==> src/rtl/lbist_pkg.sv <==
package lbist_pkg;

    typedef enum logic [2:0] {
        ST_IDLE   = 3'd0,
        ST_SEED   = 3'd1,
        ST_APPLY  = 3'd2,
        ST_JUDGE  = 3'd3,
        ST_REPORT = 3'd4
    } lbist_state_e;

endpackage

==> src/rtl/lbist_pattern_gen.sv <==
module lbist_pattern_gen #(
    parameter int          W    = 16,
    parameter logic [W-1:0] TAPS = 16'hB400,
    parameter logic [W-1:0] SEED = 16'hACE1
) (
    input  logic         clk,
    input  logic         rst_n,
    input  logic         load_i,
    input  logic         adv_i,
    output logic [W-1:0] state_o
);
    logic [W-1:0] state_q;
    logic [W-1:0] state_nx;

    // Galois step: each stage takes its upper neighbour, tapped stages also take the output bit
    genvar g;
    generate
        for (g = 0; g < W; g++) begin : g_stage
            if (g == W - 1) begin : g_top
                assign state_nx[g] = TAPS[g] & state_q[0];
            end else begin : g_mid
                assign state_nx[g] = state_q[g+1] ^ (TAPS[g] & state_q[0]);
            end
        end
    endgenerate

    always_ff @(posedge clk) begin
        if (!rst_n) begin
            state_q <= SEED;
        end else if (load_i) begin
            state_q <= SEED;
        end else if (adv_i) begin
            state_q <= state_nx;
        end
    end

    assign state_o = state_q;
endmodule

==> src/rtl/lbist_cut.sv <==
module lbist_cut #(
    parameter int W = 16
) (
    input  logic [W-1:0] vec_i,
    output logic [W-1:0] resp_o
);
    localparam int HALF = W / 2;

    logic [HALF-1:0] hi;
    logic [HALF-1:0] lo;
    logic [HALF-1:0] lo_rot;

    assign hi     = vec_i[W-1:HALF];
    assign lo     = vec_i[HALF-1:0];
    assign lo_rot = {lo[HALF-2:0], lo[HALF-1]};

    assign resp_o[W-1:HALF] = hi + lo;
    assign resp_o[HALF-1:0] = (hi & lo) ^ lo_rot;
endmodule

==> src/rtl/lbist_sig_reg.sv <==
module lbist_sig_reg #(
    parameter int          W    = 16,
    parameter logic [W-1:0] TAPS = 16'hD008,
    parameter logic [W-1:0] SEED = 16'hFFFF
) (
    input  logic         clk,
    input  logic         rst_n,
    input  logic         load_i,
    input  logic         adv_i,
    input  logic [W-1:0] resp_i,
    output logic [W-1:0] sig_o
);
    logic [W-1:0] sig_q;
    logic [W-1:0] sig_nx;

    // every stage folds one response bit into its shifted-in value
    genvar g;
    generate
        for (g = 0; g < W; g++) begin : g_stage
            if (g == W - 1) begin : g_top
                assign sig_nx[g] = (TAPS[g] & sig_q[0]) ^ resp_i[g];
            end else begin : g_mid
                assign sig_nx[g] = sig_q[g+1] ^ (TAPS[g] & sig_q[0]) ^ resp_i[g];
            end
        end
    endgenerate

    always_ff @(posedge clk) begin
        if (!rst_n) begin
            sig_q <= SEED;
        end else if (load_i) begin
            sig_q <= SEED;
        end else if (adv_i) begin
            sig_q <= sig_nx;
        end
    end

    assign sig_o = sig_q;
endmodule

==> src/rtl/lbist_ctrl.sv <==
module lbist_ctrl
    import lbist_pkg::*;
#(
    parameter int W     = 16,
    parameter int CNT_W = 16
) (
    input  logic             clk,
    input  logic             rst_n,
    input  logic             start_i,
    input  logic [CNT_W-1:0] pat_count_i,
    input  logic [W-1:0]     expect_sig_i,
    input  logic [W-1:0]     sig_i,
    output logic             load_o,
    output logic             adv_o,
    output logic             busy_o,
    output logic             done_o,
    output logic             pass_o,
    output logic             fail_o
);
    lbist_state_e     state_q, state_d;
    logic [CNT_W-1:0] remain_q;
    logic [W-1:0]     expect_q;
    logic             verdict_q;
    logic             accept;

    assign accept = start_i && (state_q == ST_IDLE || state_q == ST_REPORT);

    // state register
    always_ff @(posedge clk) begin
        if (!rst_n) begin
            state_q <= ST_IDLE;
        end else begin
            state_q <= state_d;
        end
    end

    // transitions
    always_comb begin
        state_d = state_q;
        unique case (state_q)
            ST_IDLE:   if (start_i) state_d = ST_SEED;
            ST_SEED:   state_d = (remain_q == '0) ? ST_JUDGE : ST_APPLY;
            ST_APPLY:  if (remain_q == CNT_W'(1)) state_d = ST_JUDGE;
            ST_JUDGE:  state_d = ST_REPORT;
            ST_REPORT: if (start_i) state_d = ST_SEED;
            default:   state_d = ST_IDLE;
        endcase
    end

    // run data: count, expected value, verdict
    always_ff @(posedge clk) begin
        if (!rst_n) begin
            remain_q  <= '0;
            expect_q  <= '0;
            verdict_q <= 1'b0;
        end else begin
            if (accept) begin
                remain_q <= pat_count_i;
                expect_q <= expect_sig_i;
            end else if (state_q == ST_APPLY) begin
                remain_q <= remain_q - CNT_W'(1);
            end
            if (state_q == ST_JUDGE) begin
                verdict_q <= (sig_i == expect_q);
            end
        end
    end

    // outputs
    always_comb begin
        load_o = 1'b0;
        adv_o  = 1'b0;
        busy_o = 1'b0;
        done_o = 1'b0;
        pass_o = 1'b0;
        fail_o = 1'b0;
        unique case (state_q)
            ST_IDLE: ;
            ST_SEED: begin
                load_o = 1'b1;
                busy_o = 1'b1;
            end
            ST_APPLY: begin
                adv_o  = 1'b1;
                busy_o = 1'b1;
            end
            ST_JUDGE: busy_o = 1'b1;
            ST_REPORT: begin
                done_o = 1'b1;
                pass_o = verdict_q;
                fail_o = !verdict_q;
            end
            default: ;
        endcase
    end
endmodule

==> src/rtl/lbist_engine.sv <==
module lbist_engine #(
    parameter int          W          = 16,
    parameter int          CNT_W      = 16,
    parameter logic [W-1:0] GEN_TAPS   = 16'hB400,
    parameter logic [W-1:0] GEN_SEED   = 16'hACE1,
    parameter logic [W-1:0] SIG_TAPS   = 16'hD008,
    parameter logic [W-1:0] SIG_SEED   = 16'hFFFF
) (
    input  logic             clk,
    input  logic             rst_n,
    input  logic             start_i,
    input  logic [CNT_W-1:0] pat_count_i,
    input  logic [W-1:0]     expect_sig_i,
    output logic             busy_o,
    output logic             done_o,
    output logic             pass_o,
    output logic             fail_o,
    output logic [W-1:0]     sig_o
);
    logic         load;
    logic         adv;
    logic [W-1:0] lfsr_q;
    logic [W-1:0] resp;
    logic [W-1:0] sig_q;

    lbist_pattern_gen #(.W(W), .TAPS(GEN_TAPS), .SEED(GEN_SEED)) u_gen (
        .clk     (clk),
        .rst_n   (rst_n),
        .load_i  (load),
        .adv_i   (adv),
        .state_o (lfsr_q)
    );

    lbist_cut #(.W(W)) u_cut (
        .vec_i  (lfsr_q),
        .resp_o (resp)
    );

    lbist_sig_reg #(.W(W), .TAPS(SIG_TAPS), .SEED(SIG_SEED)) u_sig (
        .clk    (clk),
        .rst_n  (rst_n),
        .load_i (load),
        .adv_i  (adv),
        .resp_i (resp),
        .sig_o  (sig_q)
    );

    lbist_ctrl #(.W(W), .CNT_W(CNT_W)) u_ctrl (
        .clk          (clk),
        .rst_n        (rst_n),
        .start_i      (start_i),
        .pat_count_i  (pat_count_i),
        .expect_sig_i (expect_sig_i),
        .sig_i        (sig_q),
        .load_o       (load),
        .adv_o        (adv),
        .busy_o       (busy_o),
        .done_o       (done_o),
        .pass_o       (pass_o),
        .fail_o       (fail_o)
    );

    assign sig_o = sig_q;
endmodule

==> config.mk <==
export PLATFORM = sky130hd
export DESIGN_NAME = lbist_engine
export DESIGN_NICKNAME = d
export VERILOG_FILES = /design/src/rtl/lbist_pkg.sv /design/src/rtl/lbist_pattern_gen.sv /design/src/rtl/lbist_cut.sv /design/src/rtl/lbist_sig_reg.sv /design/src/rtl/lbist_ctrl.sv /design/src/rtl/lbist_engine.sv
export SDC_FILE = /design/constraint.sdc
export NUM_CORES = 1
export LEC_CHECK = 0
export CAP_MARGIN = 20
export CORE_MARGIN = 10
export CORE_UTILIZATION = 48
export DETAILED_ROUTE_END_ITERATION = 6
export PLACE_DENSITY = 0.76
export SETUP_SLACK_MARGIN = 0.4
export SYNTH_ARGS = -nofsm -noshare
export SYNTH_HDL_FRONTEND = slang
export SYNTH_SLANG_ARGS = --single-unit
export TNS_END_PERCENT = 10
==> constraint.sdc <==
create_clock -name clk -period 1.9 [get_ports clk]
set_input_delay 0.38 -clock clk [delete_from_list [all_inputs] [get_ports clk]]
set_output_delay 0.38 -clock clk [all_outputs]
set_load 0.02 [all_outputs]
==> metrics.cfg <==
[run_status]
outcome = completed

[drt]
initialDrtViolationCount = 197
final_antenna_net_count = 0
firstDrtPassIters = 4
finalWirelength_mm = 9.70
wire_per_inst_um = 16.6
vias = 3223
routed_via_density = 5.51
drc = 0

[synth]
synth-main-ff-cell = dfxtp_1
ys_ff_latch = 68
ys_types = 40
seq_area_frac_synth_pct = 39.9
synth.avg_cell_area_sq_um = 8.33
synth_top_area_cell = dfxtp_1
async_reset_ff_share_pct = 0
synth_top_area_share_pct = 39.9
ys_warn_count = 0
synth_area_leaders = dfxtp_1 (40%), nand2_1 (8.8%), xnor2_1 (8.5%)
syn_nets = 455
postSynthCellCount = 409
syn_area_sq_um = 3410
synth-edff-count = 0

[power_and_ir_drop]
power_density_nw_per_um2 = 923
p_leak_uw = 0.00178
peakVddDrop_mv = 0.521

[sta]
fin_crit_ns = 1.74
relSlewSlack_pct = 60.6
skew_ns = 0.00835
finalCritPeriodShare_pct = 91.4
fmax_mhz = 576
hold_violations = 0
rsz0062_at_grt = true
setup_violations = 0
final_max_slew_viol_count = 0
whs_ns = 0.480
worst-slew-pin-transition_ns = 0.585
fin_setup_tns_ns = 0

[worst_setup_path]
cp_slowest_stage_delay_ns = 0.58
worst_r2r_path_depth = 6
path_buf_inv = 1
critPathArrivalTime_ns = 1.97
worstReg2RegEnd = u_ctrl.remain_q[10]$_SDFFE_PN0P_
critical_path.startpoint = u_ctrl.remain_q[5]$_SDFFE_PN0P_
r2r-start = u_ctrl.remain_q[5]$_SDFFE_PN0P_
worstSetupEndpointType = flip-flop
cp_slowest_cell = or4_4
setup.worst_path.class = reg -> reg
worstPathRequired_ns = 2.13
path_delay_family = simple AND/OR/NAND/NOR gates
worstPathCellList = or4_4, nor4_4, buf_4, nand2b_1, nand3_1, a21oi_2
rrSetupSlack_ns = 0.16
path_max_fanout = 5
cp-start-kind = flip-flop

[placement]
placed_cell_area_sq_um = 4160
portBuffers = 54
gp_congestion = 0.869
hpwl_mm = 6.77

[clocking]
htree_num_levels = 3
cts.sinks = 68
insertion_delay_ns = 0.34
root_buffer = clkbuf_8
cts_made_buffers = 9
clkTransAtPathRegs_ns = 0.08
tritoncts = built
cts_buffer_depth = 2
hold_buffers = 0

[die]
pin_count = 55
start_util_pct = 49.9
die_w_um = 104
die_area_sq_um = 10900
rows = 30
die_h_um = 104
core_region_area_sq_um = 6830

[grt]
grt_overflow = 0
grt_use_total_pct = 17.1
grt_max_degree = 47
grt_pass1_vias = 3076
antenna_found_initial = 0
grt_pass1_wl_mm = 15.3

[cells_and_area]
layout.nets = 530
drive_above_1_share_pct = 18.6
fillCellCount = 556
antenna_cells = 0
fin_area_sq_um = 4620
final_core_util_pct = 67.6
area_growth_pct = 35.4

[hold_path]
hp-start = u_ctrl.expect_q[2]$_SDFFE_PN0P_
hold_depth = 2
hold_path_end = u_ctrl.expect_q[2]$_SDFFE_PN0P_
hold_path_class = reg -> reg

[flow_run]
max-cap-violations = 0

-- worst max-delay path by stage --
stage	end	slack, ns	depth (start not counted)
2_1_floorplan	u_ctrl.remain_q[12]$_SDFFE_PN0P_	0.25	5
3_3_place_gp	u_sig.sig_o[15]$_SDFFE_PP1P_	0.10	6
3_5_place_dp	u_ctrl.remain_q[2]$_SDFFE_PN0P_	0.06	6
4_1_cts	u_ctrl.state_q[0]$_SDFFE_PN0P_	0.17	4
5_1_grt	u_ctrl.remain_q[10]$_SDFFE_PN0P_	0.10	6
6_report	u_ctrl.remain_q[10]$_SDFFE_PN0P_	0.16	6
-- tightest hold or removal path, cell delays in order, from the launching register on --
cell	delay, ns
dfxtp_1	0.33
nand2_1	0.06
a21oi_1	0.06
-- sequential cells by signal, summed over array words and instances, names as in the netlist --
name and count:
u_ctrl.verdict_q 1, u_ctrl.state_q 3, u_sig.sig_o 16, u_ctrl.remain_q 16
u_gen.state_o 16, u_ctrl.expect_q 16
-- layer usage --
layer	track usage (%)	wire, um	vias to the layer above
met5	0	0	-
met4	5.47	204	0
met3	4.52	444	19
met2	28.2	4870	94
met1	21.0	4180	1543
li1	-	-	1567
-- cell families after synthesis --
family	after synthesis	synth area share [%]
AOI/OAI and AO/OA	93	16.4
xor gates and xnor gates	59	15.2
adders and majority gates	11	4.26
buffers and inverters	29	3.67
DFF	68	39.9
and+or+nand+nor	149	20.6
-- cell type report --
class	count	area, sq um	area share, %
repair buffers	89	816	17.7
inverters	4	17.5	0.380
multi-input cells	312	2040	44.2
well taps	96	120	2.60
clock buffers	10	128	2.76
clock inverters	6	113	2.44
flip-flops and latches	68	1380	29.9
-- timing repair --
item,4_1_cts,5_1_grt
gates resized for setup,55,18
setup endpoints to repair,70,77
gates cloned,0,0
buffers inserted,7,6
pin swaps,8,10
-- cell usage in the layout (no fill, tap or decap), types with 6 or more instances in the layout --
master           count
o21ai_0             14
buf_4               34
dlygate4sd2_1       11
ha_1                 8
dfxtp_2              7
a21oi_1             38
nand3_1             12
clkdlybuf4s50_1     37
nand2_1             79
nor3_1               7
dfxtp_1             58
nor2_1              20
o211ai_1            17
xor2_1              26
clkbuf_8             9
nor4_1               6
xnor2_1             33
-- through the flow --
stage	power, uW	instances	setup WS, ns
2_1_floorplan	2370	409	0.246
3_3_place_gp	2700	556	0.103
3_5_place_dp	2740	556	0.0609
4_1_cts	4220	579	0.168
5_1_grt	4450	585	0.104
6_report	4260	585	0.163
-- cells in the mapped netlist, types with 3 or more instances --
library cell,instances
a221oi_1,3
inv_1,4
xor2_1,26
o211ai_1,17
a31oi_1,4
xnor2_1,33
nand2b_1,3
nor2_1,22
a21oi_1,40
nand3b_1,4
clkbuf_1,20
nor4_1,8
dfxtp_1,68
nor3_1,7
ha_1,10
nand2_1,80
nand3_1,12
o21ai_0,17
a211oi_1,3
-- power breakdown --
group	internal, uW	switching, uW
combinational	552	573
clock	872	561
sequential	1550	150
Power figures use the tool's default switching activity.
